**config.mk**
```make
export PLATFORM = sky130hd
export DESIGN_NAME = lane_steer_unit
export DESIGN_NICKNAME = d
export VERILOG_FILES = /design/src/rtl/lane_steer_pkg.sv /design/src/rtl/lane_align_check.sv /design/src/rtl/lane_store_pack.sv /design/src/rtl/lane_load_extract.sv /design/src/rtl/lane_steer_unit.sv
export SDC_FILE = /design/constraint.sdc
export NUM_CORES = 1
export LEC_CHECK = 0
export CORE_MARGIN = 10
export CORE_UTILIZATION = 30
export CTS_CLUSTER_SIZE = 24
export DETAILED_ROUTE_END_ITERATION = 6
export DONT_BUFFER_PORTS = 1
export PLACE_DENSITY = 0.5
export RECOVER_POWER = 50
export SETUP_SLACK_MARGIN = 0.4
export SKIP_CTS_REPAIR_TIMING = 1
export SLEW_MARGIN = 20
export SYNTH_ARGS = -nofsm -noshare
export SYNTH_HDL_FRONTEND = slang
export SYNTH_SLANG_ARGS = --single-unit
```
**constraint.sdc**
```tcl
create_clock -name clk -period 1.6 [get_ports clk]
set_clock_uncertainty 0.2 [all_clocks]
set_input_delay 0.32 -clock clk [delete_from_list [all_inputs] [get_ports clk]]
set_output_delay 0.32 -clock clk [all_outputs]
set_load 0.005 [all_outputs]
```
**src/rtl/lane_steer_pkg.sv**
```systemverilog
// Shared constants and the access-size encoding for the lane steering unit.
// Assumes a 32-bit data word split into four 8-bit lanes.
package lane_steer_pkg;
    localparam int DATA_W     = 32;
    localparam int LANE_W     = 8;
    localparam int LANES      = DATA_W / LANE_W;
    localparam int OFF_W      = $clog2(LANES);

    typedef enum logic [1:0] {
        SZ_BYTE = 2'b00,
        SZ_HALF = 2'b01,
        SZ_WORD = 2'b10,
        SZ_WIDE = 2'b11
    } acc_size_e;
endpackage

```
**src/rtl/lane_align_check.sv**
```systemverilog
// Natural-alignment test for one access.
// Flags a halfword with an odd offset or a word with any nonzero offset.
// Byte accesses are always aligned. Size 2'b11 is handled like a word.
module lane_align_check
    import lane_steer_pkg::*;
(
    input  acc_size_e          size,
    input  logic [OFF_W-1:0]   off,
    output logic               misaligned
);
    // Compare the offset against the size's alignment mask.
    always_comb begin
        unique case (size)
            SZ_BYTE: misaligned = 1'b0;
            SZ_HALF: misaligned = off[0];
            default: misaligned = |off;
        endcase
    end
endmodule

```
**src/rtl/lane_store_pack.sv**
```systemverilog
// Builds byte enables and lane-placed write data for an aligned store.
// Lane i is byte offset i and maps to data bits [31-8i -: 8] (big-endian).
// The enable for lane i is bit LANES-1-i. The caller masks misaligned accesses.
module lane_store_pack
    import lane_steer_pkg::*;
(
    input  acc_size_e          size,
    input  logic [OFF_W-1:0]   off,
    input  logic [DATA_W-1:0]  wdata,
    output logic [LANES-1:0]   be,
    output logic [DATA_W-1:0]  lane_data
);
    for (genvar i = 0; i < LANES; i++) begin : g_lane
        localparam int       MSB_POS   = DATA_W - 1 - LANE_W * i;
        localparam logic     UPPER_HLF = (i < LANES / 2);
        localparam int       HALF_SRC  = (i % 2 == 0) ? LANE_W : 0;
        logic              hit;
        logic [LANE_W-1:0] src;

        // Decide whether this lane is covered and which source byte feeds it.
        always_comb begin
            unique case (size)
                SZ_BYTE: begin
                    hit = (off == OFF_W'(i));
                    src = wdata[LANE_W-1:0];
                end
                SZ_HALF: begin
                    hit = (off[OFF_W-1] == ~UPPER_HLF);
                    src = wdata[HALF_SRC +: LANE_W];
                end
                default: begin
                    hit = 1'b1;
                    src = wdata[MSB_POS -: LANE_W];
                end
            endcase
        end

        assign be[LANES-1-i]               = hit;
        assign lane_data[MSB_POS -: LANE_W] = hit ? src : '0;
    end
endmodule

```
**src/rtl/lane_load_extract.sv**
```systemverilog
// Pulls the addressed byte or halfword out of a big-endian read word
// and widens it to 32 bits with sign or zero fill.
// Assumes the access is aligned. The caller zeroes misaligned results.
module lane_load_extract
    import lane_steer_pkg::*;
(
    input  acc_size_e          size,
    input  logic [OFF_W-1:0]   off,
    input  logic               sign_ext,
    input  logic [DATA_W-1:0]  word,
    output logic [DATA_W-1:0]  result
);
    logic [LANE_W-1:0]   sel_byte;
    logic [2*LANE_W-1:0] sel_half;

    // Select the byte lane named by the offset, offset 0 being the top lane.
    always_comb begin
        unique case (off)
            2'd0:    sel_byte = word[31:24];
            2'd1:    sel_byte = word[23:16];
            2'd2:    sel_byte = word[15:8];
            default: sel_byte = word[7:0];
        endcase
    end

    // Select the upper halfword for offset 0 and the lower one for offset 2.
    assign sel_half = off[1] ? word[15:0] : word[31:16];

    // Widen the selection according to size and signedness.
    always_comb begin
        unique case (size)
            SZ_BYTE: result = {{(DATA_W-LANE_W){sign_ext & sel_byte[LANE_W-1]}}, sel_byte};
            SZ_HALF: result = {{(DATA_W-2*LANE_W){sign_ext & sel_half[2*LANE_W-1]}}, sel_half};
            default: result = word;
        endcase
    end
endmodule

```
**src/rtl/lane_steer_unit.sv**
```systemverilog
// Big-endian byte lane steering between a load/store path and a word-wide
// memory port. Store and load sides are independent and each has one
// register stage. Misaligned stores are suppressed, and misaligned loads
// return zero with a fault flag.
module lane_steer_unit
    import lane_steer_pkg::*;
#(
    parameter int ADDR_W = 32
) (
    input  logic               clk,
    input  logic               rst_n,
    input  logic               st_valid,
    input  logic [ADDR_W-1:0]  st_addr,
    input  logic [1:0]         st_size,
    input  logic [DATA_W-1:0]  st_wdata,
    output logic               mem_we,
    output logic [ADDR_W-1:0]  mem_addr,
    output logic [LANES-1:0]   mem_be,
    output logic [DATA_W-1:0]  mem_wdata,
    output logic               st_misalign,
    input  logic               ld_valid,
    input  logic [OFF_W-1:0]   ld_addr,
    input  logic [1:0]         ld_size,
    input  logic               ld_signed,
    input  logic [DATA_W-1:0]  ld_word,
    output logic               ld_done,
    output logic [DATA_W-1:0]  ld_data,
    output logic               ld_misalign
);
    localparam logic [ADDR_W-1:0] WORD_MASK = ~ADDR_W'(LANES - 1);

    acc_size_e          st_sz, ld_sz;
    logic [OFF_W-1:0]   st_off;
    logic               st_bad, ld_bad;
    logic [LANES-1:0]   pk_be;
    logic [DATA_W-1:0]  pk_data;
    logic [DATA_W-1:0]  ex_data;

    assign st_sz  = acc_size_e'(st_size);
    assign ld_sz  = acc_size_e'(ld_size);
    assign st_off = st_addr[OFF_W-1:0];

    lane_align_check u_st_align (.size(st_sz), .off(st_off),  .misaligned(st_bad));
    lane_align_check u_ld_align (.size(ld_sz), .off(ld_addr), .misaligned(ld_bad));

    lane_store_pack u_pack (
        .size(st_sz), .off(st_off), .wdata(st_wdata),
        .be(pk_be), .lane_data(pk_data)
    );

    lane_load_extract u_extract (
        .size(ld_sz), .off(ld_addr), .sign_ext(ld_signed),
        .word(ld_word), .result(ex_data)
    );

    // Register the store side. Idle or misaligned requests drive no lanes.
    always_ff @(posedge clk) begin
        if (!rst_n) begin
            mem_we      <= 1'b0;
            mem_addr    <= '0;
            mem_be      <= '0;
            mem_wdata   <= '0;
            st_misalign <= 1'b0;
        end else begin
            mem_we      <= st_valid & ~st_bad;
            mem_addr    <= st_valid ? (st_addr & WORD_MASK) : '0;
            mem_be      <= (st_valid & ~st_bad) ? pk_be   : '0;
            mem_wdata   <= (st_valid & ~st_bad) ? pk_data : '0;
            st_misalign <= st_valid & st_bad;
        end
    end

    // Register the load side. A misaligned load returns zero.
    always_ff @(posedge clk) begin
        if (!rst_n) begin
            ld_done     <= 1'b0;
            ld_data     <= '0;
            ld_misalign <= 1'b0;
        end else begin
            ld_done     <= ld_valid;
            ld_data     <= (ld_valid & ~ld_bad) ? ex_data : '0;
            ld_misalign <= ld_valid & ld_bad;
        end
    end
endmodule

```
==> metrics.md <==
| Metric | Value |
|---|---|
| Outcome | complete, but fails checks |
| Failing checks | hold timing |
| Post-DR wirelength/cell | ~21 µm |
| DR pass1 iterations | 4 |
| Hold Crit Class | input port to register |
| Clock root buffer | clkbuf_16 |
| CP Cell Sequence | dlygate4sd3_1 -> and3_1 |
| Clock-pin slew of the registers on the worst-case setup and hold paths | ~0.07 ns |
| Synthesis Warnings | 0 |
| Slew headroom | between 40% and 50% |
| RSZ-0062 raised after global routing | yes |
| Max Cap Viol | 0 |
| Yosys cell types | 39 |
| Top cells by area, synth | dfxtp_1 54%, and3_1 5.0%, mux2_2 4.8% |
| Largest net degree at the start of global routing | approximately 60 |
| Final setup viols | 0 |
| Global route overflow | 0 |
| H-tree levels | 3 |
| CP top delay family | buffers and inverters |
| Clock sinks | 102 |
| Row cnt | 40 |
| CP required | approximately 1.7 ns |
| Final GP Congestion | 0.770 |
| Drc violations | 0 |
| Share of layout cells above drive strength 1 | between 30% and 40% |
| GRT Resource Usage Total | between 10% and 20% |
| Vias per cell | about 5 |
| CP Launch Type | input port |
| Starting Density | a little under a third |
| Final period util | about four fifths |
| Port buffer count | 0 |
| Maximum vdd drop | around 0.43 mV |
| Die height | roughly 130 µm |
| # fillers | approximately 1200 |
| Seq/Total Area, Yosys | a little over half |
| Final Hold Viols | 48 |
| Least-Margin Pin Slew | between 0.7 and 0.8 ns |
| Synth top area share | between 50% and 60% |
| Post-DP HPWL | between 9 and 10 mm |
| Slowest stage delay, CP | roughly 0.75 ns |
| Area Overhead vs Synth | 37.2% |
| Worst Path Buf+Inv | 1 |
| TritonCTS clock tree | yes |
| Post-synth ARST share | 0% |
| First-pass GRT wire length | between 15 and 20 mm |
| Worst EP arrival | 1.33 ns |
| Fin Setup TNS | 0 ns |
| Leakage | between 0.002 and 0.0025 µW |
| Most common cell in the netlist | dfxtp_1 |
| I/O pins | between 200 and 250 |
| Worst Setup Path Type | input port to register |
| Final min period | 1.25 ns |
| Top_reg_cell synth | dfxtp_1 |
| Mapped cell area | roughly 3800 µm² |
| Average size of a mapped cell | ~10 µm² |
| #FFs+latches synth | just over 100 |
| Core area | roughly 12000 µm² |
| Fmax | 0.799 GHz |
| Initial drt markers | approximately 140 |
| Final nets | approximately 550 |
| Die area | 17400 µm² |
| Antenna viol nets, final | 0 |
| CTS Buf Count | 9 |
| P per Cell Area | 1050 nW/µm² |
| Final max-slew violation count | 0 |
| Die W | between 100 and 150 µm |
| Vias after detailed routing | 3115 |
| CP max-delay cell | dlygate4sd3_1 |
| Initial antenna violation count | 1 |
| CP Capture Type | register |
| Hold Worst Slack | -0.0956 ns |
| Synth area leader | dfxtp_1 |
| Max Root-Sink Buffers | 2 |
| CP Max Fanout | 22 |
| Leading cell types by count after synthesis | 102 x dfxtp_1, 41 x nand2_1, 30 x and3_1 |
| Total detailed-routing wirelength | about 13 mm |
| Cells after synthesis | about 380 |
| Vias in the first global route | about 2900 |
| Number of synthesized flops with an enable pin | 0 |
where the power goes:
| part | internal [µW] | leakage, µW | switching, µW |
|---|---|---|---|
| logic | 285 | 0.00117 | 201 |
| registers | 2630 | 0.000873 | 53.6 |
| clock network | 1240 | 0.000148 | 1020 |
| total | 4150 | 0.00219 | 1280 |
final timing paths:
| kind | start | to | slack [ns] | depth (start not counted) |
|---|---|---|---|---|
| worst max-delay path | st_valid | mem_addr[7] | 0.35 | 2 |
| worst min-delay path | ld_size[1] | ld_data[7] | -0.1 | 1 |
registers in the layout (all words and copies together) (netlist names):
signal,cells
ld_misalign,1
st_misalign,1
ld_data,32
mem_be,4
mem_we,1
mem_addr,30
ld_done,1
mem_wdata,32
layout make-up:
type | count | area, µm² | area share (%)
Sequential cell | 102 | 2160 | 41.8
Multi-Input combinational cell | 228 | 1560 | 30.3
Timing Repair Buffer | 87 | 851 | 16.5
Clock buffer | 9 | 225 | 4.36
Tap cell | 168 | 210 | 4.07
Clock inverter | 7 | 80.1 | 1.55
Inverter | 19 | 71.3 | 1.38
Antenna cell | 1 | 2.50 | 0.0485
metal layers:
metal / up-vias / track usage [%] / wire length [µm]
met4: 0 / 6.18 / 290
met3: 19 / 7.93 / 1460
met1: 1479 / 13.7 / 4950
met2: 158 / 21.6 / 6540
met5: - / 0 / 0
li1: 1459 / - / -
per-stage QoR:
stage                     worst slack (ns)  power [µW]  utilization (%)  instances  cell area (µm²)
after floorplan                      0.121        3070                -        378             3960
after global placement              0.0811        3060             32.6        522             3960
after detailed placement            0.0455        3060             32.6        522             3960
after CTS                            0.315        5320             35.1        538             4270
after global routing                 0.285        5660             42.4        621             5160
final                                0.349        5430             42.4        621             5160
cell usage in the layout (no fill, tap or decap), drive strengths merged:
cell type and instances:
or2 1, a22oi 2, dlygate4sd3 82, nor2 23, or3 8, and2 1, xor2 2, nand2 41
dfxtp 102, a221oi 15, xnor2 1, mux2 17, and3 30, diode 1, a32oi 2, a31oi 17
and2b 1, bufinv 1, a21o 1, nor3 2, mux2i 16, o221ai 7, nor3b 10, clkbuf 11
nor2b 2, clkinv 2, nand3b 1, nand3 3, nor4bb 1, o21ai 3, a21oi 18, or4b 1
clkinvlp 1, inv 22, buf 3, conb 2
cell families after synthesis:
group                     after synthesis  synth area share, %
AOI/OAI and AO/OA                      65                 12.2
xor gates and xnor gates                3                0.899
buffers and inverters                  48                 5.49
DFF                                   102                 54.3
muxes                                  33                 9.45
other                                   1               0.0997
and+or+nand+nor                       125                 17.5
Power figures use the tool's default switching activity.
